**src/rtl/adcfe_pkg.sv**
```systemverilog
package adcfe_pkg;

    localparam int ADDR_W   = 2;
    localparam int DATA_W   = 32;
    localparam int SAMPLE_W = 16;
    localparam int CHAN_W   = 12;

    typedef enum logic [ADDR_W-1:0] {
        REG_KEY    = 2'd0,
        REG_ROUTE  = 2'd1,
        REG_RESULT = 2'd2,
        REG_SPARE  = 2'd3
    } reg_sel_e;

    localparam logic [DATA_W-1:0] UNLOCK_WORD = 32'h0000_00AA;

    typedef enum logic {
        PACE_DIV4  = 1'b0,
        PACE_DIV16 = 1'b1
    } pace_e;

    // reciprocal of each window, in hertz
    localparam int unsigned SETTLE_RATE_FAST = 2000;  // 500 us
    localparam int unsigned SETTLE_RATE_SLOW = 500;   // 2 ms
    localparam int unsigned CONV_RATE_FAST   = 3750;
    localparam int unsigned CONV_RATE_SLOW   = 925;

    localparam int TMR_SETTLE = 0;
    localparam int TMR_PERIOD = 1;
    localparam int TMR_NUM    = 2;

    typedef struct packed {
        logic                ready;
        logic [SAMPLE_W-1:0] sample;
    } result_t;

    function automatic int unsigned ceil_div(input int unsigned num, input int unsigned den);
        return (num + den - 1) / den;
    endfunction

    function automatic int unsigned max2(input int unsigned a, input int unsigned b);
        return (a > b) ? a : b;
    endfunction

    function automatic logic [DATA_W-1:0] pack_result(input result_t r);
        return {r.ready, {(DATA_W-1-SAMPLE_W){1'b0}}, r.sample};
    endfunction

endpackage

```
**src/rtl/adcfe_lockgate.sv**
```systemverilog
module adcfe_lockgate
    import adcfe_pkg::*;
(
    input  logic              clk,
    input  logic              rst,
    input  logic              wr,
    input  logic [ADDR_W-1:0] addr,
    input  logic [DATA_W-1:0] wdata,
    output logic [CHAN_W-1:0] route,
    output logic              load
);

    logic armed_q;

    // only the write directly after the key may touch the routing code
    assign load = wr && (addr == REG_ROUTE) && armed_q;

    always_ff @(posedge clk) begin
        if (rst) begin
            armed_q <= 1'b0;
            route   <= '0;
        end else begin
            if (wr) begin
                armed_q <= (addr == REG_KEY) && (wdata == UNLOCK_WORD);
            end
            if (load) begin
                route <= wdata[CHAN_W-1:0];
            end
        end
    end

    assert_locked_write_ignored_R3: assert property (@(posedge clk) disable iff (rst)
        (wr && (addr == REG_ROUTE) && !armed_q) |=> $stable(route));

    assert_other_write_relocks_R4: assert property (@(posedge clk) disable iff (rst)
        (wr && (addr != REG_KEY)) |=> !armed_q);

endmodule

```
**src/rtl/adcfe_pacer.sv**
```systemverilog
module adcfe_pacer
    import adcfe_pkg::*;
#(
    parameter int unsigned CLK_HZ = 1_000_000
) (
    input  logic               clk,
    input  logic               rst,
    input  pace_e              pace,
    input  logic [TMR_NUM-1:0] trig,
    output logic [TMR_NUM-1:0] busy
);

    localparam int unsigned SET_F = ceil_div(CLK_HZ, SETTLE_RATE_FAST);
    localparam int unsigned SET_S = ceil_div(CLK_HZ, SETTLE_RATE_SLOW);
    localparam int unsigned PER_F = ceil_div(CLK_HZ, CONV_RATE_FAST);
    localparam int unsigned PER_S = ceil_div(CLK_HZ, CONV_RATE_SLOW);
    localparam int unsigned MAXV  = max2(max2(SET_F, SET_S), max2(PER_F, PER_S));
    localparam int          CW    = $clog2(MAXV + 1);

    for (genvar k = 0; k < TMR_NUM; k++) begin : g_tmr
        localparam int unsigned LEN_F = (k == TMR_SETTLE) ? SET_F : PER_F;
        localparam int unsigned LEN_S = (k == TMR_SETTLE) ? SET_S : PER_S;
        localparam logic [CW-1:0] RLD_F = CW'(LEN_F - 1);
        localparam logic [CW-1:0] RLD_S = CW'(LEN_S - 1);

        logic [CW-1:0] cnt_q;

        always_ff @(posedge clk) begin
            if (rst) begin
                cnt_q <= '0;
            end else if (trig[k]) begin
                cnt_q <= (pace == PACE_DIV16) ? RLD_S : RLD_F;
            end else if (cnt_q != '0) begin
                cnt_q <= cnt_q - 1'b1;
            end
        end

        assign busy[k] = (cnt_q != '0);
    end

endmodule

```
**src/rtl/adcfe_convctl.sv**
```systemverilog
module adcfe_convctl
    import adcfe_pkg::*;
(
    input  logic                clk,
    input  logic                rst,
    input  logic                req,
    input  logic                allow,
    input  logic                done,
    input  logic [SAMPLE_W-1:0] din,
    output logic                fire,
    output logic                start,
    output result_t             res
);

    logic pend_q;
    logic busy_q;

    assign fire = pend_q && allow && !busy_q;

    always_ff @(posedge clk) begin
        if (rst) begin
            pend_q <= 1'b0;
            busy_q <= 1'b0;
            start  <= 1'b0;
            res    <= '0;
        end else begin
            start <= fire;
            if (req) begin
                pend_q <= 1'b1;
            end else if (fire) begin
                pend_q <= 1'b0;
            end
            if (fire) begin
                busy_q <= 1'b1;
                res    <= '0;
            end else if (done && busy_q) begin
                busy_q     <= 1'b0;
                res.ready  <= 1'b1;
                res.sample <= din;
            end
        end
    end

    assert_start_discards_R6: assert property (@(posedge clk) disable iff (rst)
        start |-> (res == '0));

    assert_ready_from_done_R7: assert property (@(posedge clk) disable iff (rst)
        $rose(res.ready) |-> $past(done));

endmodule

```
**src/rtl/adcfe_top.sv**
```systemverilog
module adcfe_top
    import adcfe_pkg::*;
#(
    parameter int unsigned CLK_HZ = 1_000_000
) (
    input  logic                clk,
    input  logic                rst,
    input  logic [ADDR_W-1:0]   bus_addr,
    input  logic                bus_wr,
    input  logic [DATA_W-1:0]   bus_wdata,
    input  logic                bus_rd,
    output logic [DATA_W-1:0]   bus_rdata,
    input  logic                pace_sel,
    output logic                conv_start,
    output logic [CHAN_W-1:0]   conv_chan,
    input  logic                conv_done,
    input  logic [SAMPLE_W-1:0] conv_sample
);

    logic               route_load;
    logic               start_fire;
    logic               result_req;
    logic [TMR_NUM-1:0] tmr_trig;
    logic [TMR_NUM-1:0] tmr_busy;
    result_t            result;

    adcfe_lockgate u_lock (
        .clk   (clk),
        .rst   (rst),
        .wr    (bus_wr),
        .addr  (bus_addr),
        .wdata (bus_wdata),
        .route (conv_chan),
        .load  (route_load)
    );

    assign tmr_trig[TMR_SETTLE] = route_load;
    assign tmr_trig[TMR_PERIOD] = start_fire;

    adcfe_pacer #(.CLK_HZ(CLK_HZ)) u_pace (
        .clk  (clk),
        .rst  (rst),
        .pace (pace_e'(pace_sel)),
        .trig (tmr_trig),
        .busy (tmr_busy)
    );

    assign result_req = bus_rd && (bus_addr == REG_RESULT);

    adcfe_convctl u_conv (
        .clk   (clk),
        .rst   (rst),
        .req   (result_req),
        .allow (tmr_busy == '0),
        .done  (conv_done),
        .din   (conv_sample),
        .fire  (start_fire),
        .start (conv_start),
        .res   (result)
    );

    always_ff @(posedge clk) begin
        if (rst) begin
            bus_rdata <= '0;
        end else if (bus_rd) begin
            case (bus_addr)
                REG_ROUTE:  bus_rdata <= DATA_W'(conv_chan);
                REG_RESULT: bus_rdata <= pack_result(result);
                default:    bus_rdata <= '0;
            endcase
        end else begin
            bus_rdata <= '0;
        end
    end

    assert_start_single_R6: assert property (@(posedge clk) disable iff (rst)
        conv_start |=> !conv_start);

    assert_no_start_settling_R9: assert property (@(posedge clk) disable iff (rst)
        tmr_busy[TMR_SETTLE] |=> !conv_start);

    assert_no_start_in_period_R8: assert property (@(posedge clk) disable iff (rst)
        tmr_busy[TMR_PERIOD] |=> !conv_start);

    assert_idle_read_zero_R12: assert property (@(posedge clk) disable iff (rst)
        !bus_rd |=> (bus_rdata == '0));

endmodule

```
**config.mk**
```make
export PLATFORM = sky130hd
export DESIGN_NAME = adcfe_top
export DESIGN_NICKNAME = d
export VERILOG_FILES = /design/src/rtl/adcfe_pkg.sv /design/src/rtl/adcfe_lockgate.sv /design/src/rtl/adcfe_pacer.sv /design/src/rtl/adcfe_convctl.sv /design/src/rtl/adcfe_top.sv
export SDC_FILE = /design/constraint.sdc
export NUM_CORES = 1
export LEC_CHECK = 0
export BUFFER_PORTS_ARGS = -buffer_cell sky130_fd_sc_hd__clkbuf_2
export CAP_MARGIN = 20
export CORE_MARGIN = 2
export CORE_UTILIZATION = 56
export CTS_BUF_LIST = sky130_fd_sc_hd__clkbuf_4 sky130_fd_sc_hd__clkbuf_8
export CTS_CLUSTER_DIAMETER = 50
export DETAILED_ROUTE_END_ITERATION = 10
export HOLD_SLACK_MARGIN = 0.05
export MAX_ROUTING_LAYER = met4
export PLACE_DENSITY = 0.87
export SLEW_MARGIN = 20
export SYNTH_ARGS = -nofsm -noshare
export SYNTH_HDL_FRONTEND = slang
export SYNTH_SLANG_ARGS = --single-unit
```
**constraint.sdc**
```tcl
create_clock -name clk -period 3.9 [get_ports clk]
set_clock_uncertainty 0.15 [all_clocks]
set_input_delay 0.39 -clock clk [delete_from_list [all_inputs] [get_ports clk]]
set_output_delay 0.39 -clock clk [all_outputs]
set_load 0.05 [all_outputs]
```
# Word level (Yosys, flattened, before mapping)
# Index checks and enable logic that the tools add are counted.
# word_totals
inputBits	56
romBits	0
latch_bits	0
output_inout_bits	45
ram_bits	0
register_bits	87
wordCells	45
n_memories	0
# classes
bitwise	1
n_reduce_logical	18
n_div	0
mul	0
n_mux	11
add_sub_neg	2
eq_ne	3
order_cmp	0
n_shift	0
# ops
cell	count
2-to-1 mux 11 bit	6
case mux 32 bit (2 select lines)	1
== test 32 x 8 -> 1 bit, second input constant	1
nonzero test 11 bit	2
subtractor 11 x 1 -> 11 bit, second input constant	2
nonzero test 2 bit	4
logical AND 1 bit	7
logical NOT 2 bit	2
2-to-1 mux 1 bit	4
OR reduction 2 bit	2
== test 2 x 1 -> 1 bit, second input constant	1
== test 2 bit, second input constant	1
logical NOT 1 bit	1
inverter 1 bit	1

# Longest topological paths before layout
# depth
ltp_word	6
mapped_depth	7
mapped_depth_nobuf	6

# Cells and area by module
# From an unflattened synthesis, not the netlist that was laid out.
# hier_totals
cells_unflattened	359
hier_area_um2	3185.6
# by_module_without_submodules
mod	area_per_inst_um2	seq_area_each_um2	cells_per_inst	n_inst
adcfe_pacer	1127.3	440.4	132	1
adcfe_convctl	768.2	400.4	86	1
adcfe_top	708.2	340.3	73	1
adcfe_lockgate	581.8	260.2	68	1

# Least setup slack after synthesis
# OpenSTA, ideal clock, no wires.
# synth_timing
path_kind	register to register
startpoint	reg u_pace.g_tmr[0].cnt_q[0]
endpoint	reg u_pace.g_tmr[1].cnt_q[6]
t_arrival_ns	1.588
slack_ns	2.047
stages_incl_launch_ff	8
required_ns	3.636
cell_sequence	dfxtp_1 > inv_1 > ha_1 > nor2b_1 > nand4_1 > o21ai_4 > buf_6 > nor2_1
# synth_between
elab_chain_len	5
word_cells_on_any_way	6
# synth_lines
item	line_no	source
start, declared	adcfe_pacer.sv:26	logic [CW-1:0] cnt_q;
start signal, assigned	adcfe_pacer.sv:32	cnt_q <= (pace == PACE_DIV16) ? RLD_S : RLD_F;
start signal, assigned	adcfe_pacer.sv:34	cnt_q <= cnt_q - 1'b1;
nonzero test 11 bit *	adcfe_pacer.sv:38	assign busy[k] = (cnt_q != '0);
logical NOT 2 bit *	adcfe_top.sv:54	.allow (tmr_busy == '0),
logical AND 1 bit * (2 in series)	adcfe_convctl.sv:18	assign fire = pend_q && allow && !busy_q;
2-to-1 mux 11 bit or nonzero test 2 bit (tied branches)	n/a	
end signal, assigned	adcfe_pacer.sv:32	
end signal, assigned	adcfe_pacer.sv:34	
end, declared	adcfe_pacer.sv:26	
# Every way passes the cells marked *; elsewhere a longest branch is shown, timed or not.
# A chain may end at the register's enable or synchronous reset.

# Worst setup path in the final report
# layout_timing
startpoint	reg u_pace.g_tmr[0].cnt_q[2]
endpoint	reg u_conv.res[15] (netlist bit)
# layout_between
elab_chain_len	5
# layout_lines
item	line_no	source
nonzero test 11 bit	adcfe_pacer.sv:38	
logical NOT 2 bit	adcfe_top.sv:54	
logical AND 1 bit (2 in series)	adcfe_convctl.sv:18	
OR reduction 2 bit (no source line)	n/a	
end, declared	adcfe_convctl.sv:12	output result_t res
# Every way passes these cells.

==> results.py <==
metrics = {
    "setup_path": {
        "ff2ff_path_depth": 4,
        "critPathArrivalTime_ps": 2640,
        "end_kind": "flip-flop",
        "cp-start-kind": "flip-flop",
        "worstSetupPathType": "flip-flop to flip-flop",
        "timing.reg2reg.setup_slack_ps": 1320,
        "rr_endpoint": "u_conv.res[15]",
        "path_max_fanout": 19,
        "worst-endpoint-required_ps": 3960,
        "timing.rr.start": "u_pace.g_tmr[0].cnt_q[2]",
    },
    "yosys": {
        "yosys.area_share.simple": 0.246,
        "synth_mux_area_frac": 0.00636,
        "synth_top_family_by_area": "simple AND/OR/NAND/NOR gates",
        "async_reset_ff_frac": 0,
        "synth.top_cells.by_area": "dfxtp_1 46%, nand2_1 8.1%, a21oi_1 6.5%, buf_4 3.6%, nor2_1 3.2%",
        "syn_inst": 364,
        "ys.flop_type": "dfxtp_1",
        "synth-edff-count": 0,
        "yosysTopAreaCell": "dfxtp_1",
        "synth_adder_area_share": 0.0278,
        "synth_xor_area_frac": 0.0306,
        "synth_warnings": 0,
        "syn_area_mm2": 0.00315,
        "syn_avg_cell_area_um2": 8.65,
        "synth_top_area_frac": 0.458,
        "ys_types": 50,
        "ys_ff_latch": 72,
        "ys_seq_area_frac": 0.458,
        "synth-compound-area-share": 0.162,
    },
    "clock_tree": {
        "ctsLongestPathBuffers": 2,
        "cts-resized-gates": 0,
        "hold_buffers": 0,
        "cts.sinks": 72,
        "root_buffer": "clkbuf_8",
        "cts_made_buffers": 9,
        "cts_tree": "done",
        "clkLatencyLatePin_ps": 340,
        "postCtsSetupRepairBufs": 0,
        "path_clk_slew_ps": 80,
        "htree_levels": 3,
    },
    "global_route": {
        "met3_usage": 0.0534,
        "met1_usage": 0.317,
        "grtUsageTotal": 0.261,
        "grt-ovfl-total": 0,
        "grt_pass1_wl_mm": 12.4,
        "antenna_found_initial": 0,
        "grt_max_degree": 31,
        "busiest_layer": "met2",
        "grt_pass1_vias": 2788,
        "met2_usage": 0.421,
    },
    "final_layout": {
        "drive_above_1_share": 0.252,
        "stdcell_count": 521,
        "multiInputGateArea_mm2": 0.00155,
        "antenna_cells": 0,
        "fill_cells": 466,
        "final_nets": 507,
        "seq_area_mm2": 0.00144,
        "area_growth_pct": 18.8,
        "finish.utilization": 0.684,
    },
    "power": {
        "p_total_mw": 2.32,
        "power.share.clock": 0.255,
        "seqPwrFrac": 0.403,
        "p_int_mw": 1.47,
        "p_leak_nw": 1.56,
        "power_switching_share": 0.367,
        "power_switching_mw": 0.850,
        "power_density_mw_per_mm2": 619,
        "combPwrFrac": 0.343,
        "peakVddDrop_mv": 0.366,
    },
    "detailed_routing": {
        "antenna_left": 0,
        "num_vias": 2927,
        "wirelength_mm": 7.66,
        "post_drt_wl_per_cell_um": 14.7,
        "first_pass_iters": 4,
        "via_per_inst": 5.62,
        "drc": 0,
        "first_iter_violations": 173,
    },
    "place": {
        "place.gp.congestion": 0.901,
        "io_buffers": 85,
        "hpwl_mm": 5.50,
        "placed_cells": 505,
    },
    "floorplanning": {
        "die-area_mm2": 0.00624,
        "rows": 27,
        "ios": 101,
        "fp.dieW_um": 79.0,
        "core_mm2": 0.00547,
        "die_y_um": 79.0,
        "start_util": 0.575,
    },
    "min_path": {
        "holdCritPathClass": "primary input to flip-flop",
        "hold_path_depth": 3,
        "holdCritStartpoint": "conv_sample[4]",
        "hold_end": "u_conv.res[4]",
    },
    "timing": {
        "rsz0062_at_grt": "no",
        "max_freq_mhz": 387,
        "period_needed_ps": 2580,
        "fin_tns_setup_ps": 0,
        "hold_violations": 0,
        "relSlewSlack": 0.351,
        "fin_crit_sh": 0.662,
        "hold_slack_ps": 109,
        "tightest_slew_ps": 965,
        "slew_viol_final": 0,
        "setup_viol": 0,
    },
    "status": {
        "status": "completed",
    },
    "job": {
        "cap_violations": 0,
    },
}
==> flip-flops by register name (all words and copies together), names as in the netlist <==
signal              count
u_pace.g_tmr.cnt_q     22
bus_rdata              17
u_conv.res             17
u_lock.route           12
u_conv.busy_q           1
u_conv.pend_q           1
u_conv.start            1
u_lock.armed_q          1
==> cells in the mapped netlist (all sizes together) (3+ instances only) <==
master and instances:
a211oi 4, a21oi 41, a22oi 12, a31oi 5, and2 6, buf 18, clkbuf 13, dfxtp 72
ha 7, inv 8, nand2 68, nand2b 5, nand3 10, nand4 3, nor2 27, nor3 4
nor4 9, o21ai 4, or3 4, or4 3, xnor2 4, xor2 7
==> layout by cell type, fill, tap and decap left out, types with 4 or more instances in the layout <==
cell	n
and2_1	6
dfxtp_1	72
a21oi_1	41
a22oi_1	12
nand2_1	68
xnor2_1	4
clkbuf_2	85
or3_1	4
conb_1	15
xor2_1	7
nor4_1	5
ha_1	7
a31oi_1	5
a211oi_1	4
inv_1	8
clkbuf_8	9
nor3_1	4
nand2b_1	5
nand3_1	10
nor2_1	27
==> metal layers <==
metal	vias to the layer above	share of wire
li1	1405	-
met1	1373	0.40
met2	126	0.49
met3	23	0.082
met4	0	0.027
met5	-	0
==> final cells by class <==
type / count / area share
clock inverters: 6 / 0.0184
multi-input cells: 267 / 0.414
clock buffers: 10 / 0.0351
flip-flops and latches: 72 / 0.385
well taps: 72 / 0.0241
repair buffers: 86 / 0.116
inverters: 8 / 0.00802
==> worst max-delay path by stage <==
stage	endpoint	start	slack [ps]
after floorplan	u_pace.g_tmr[1].cnt_q[6]	u_pace.g_tmr[0].cnt_q[0]	2050
after global placement	u_conv.res[16]	u_pace.g_tmr[0].cnt_q[2]	1480
after detailed placement	u_conv.res[15]	u_pace.g_tmr[0].cnt_q[2]	1390
after CTS	u_conv.res[15]	u_pace.g_tmr[0].cnt_q[2]	1390
after global routing	u_conv.res[15]	u_pace.g_tmr[0].cnt_q[2]	1070
final	u_conv.res[15]	u_pace.g_tmr[0].cnt_q[2]	1320
==> power by group through the flow <==
| stage | Combinational (mW) | Sequential (mW) | Clock (mW) |
|---|---|---|---|
| after floorplan | 0.649 | 0.923 | 0 |
| after global placement | 0.747 | 0.937 | 0 |
| after detailed placement | 0.775 | 0.946 | 0 |
| after CTS | 0.787 | 0.931 | 0.598 |
| after global routing | 0.878 | 0.944 | 0.628 |
| final | 0.794 | 0.933 | 0.590 |
==> stage by stage <==
step	setup slack, ps	area [um^2]
final	1320	3740
after global placement	1480	3540
after global routing	1070	3740
after CTS	1390	3740
after floorplan	2050	3200
after detailed placement	1390	3540
==> logic make-up after synthesis <==
group           count (synthesis)
fa+ha+maj                       7
flops                          72
simple gates                  152
compound gates                 80
mux                             2
other cells                     1
buf+inv                        39
xor+xnor                       11
==> worst max-delay path: stages (launching register included) <==
cell and delay, ps:
dfxtp_1 370, nor4_2 870, nand4_1 430, o21ai_4 530, a21oi_1 100
No activity file was read; power rests on OpenSTA's default activity.
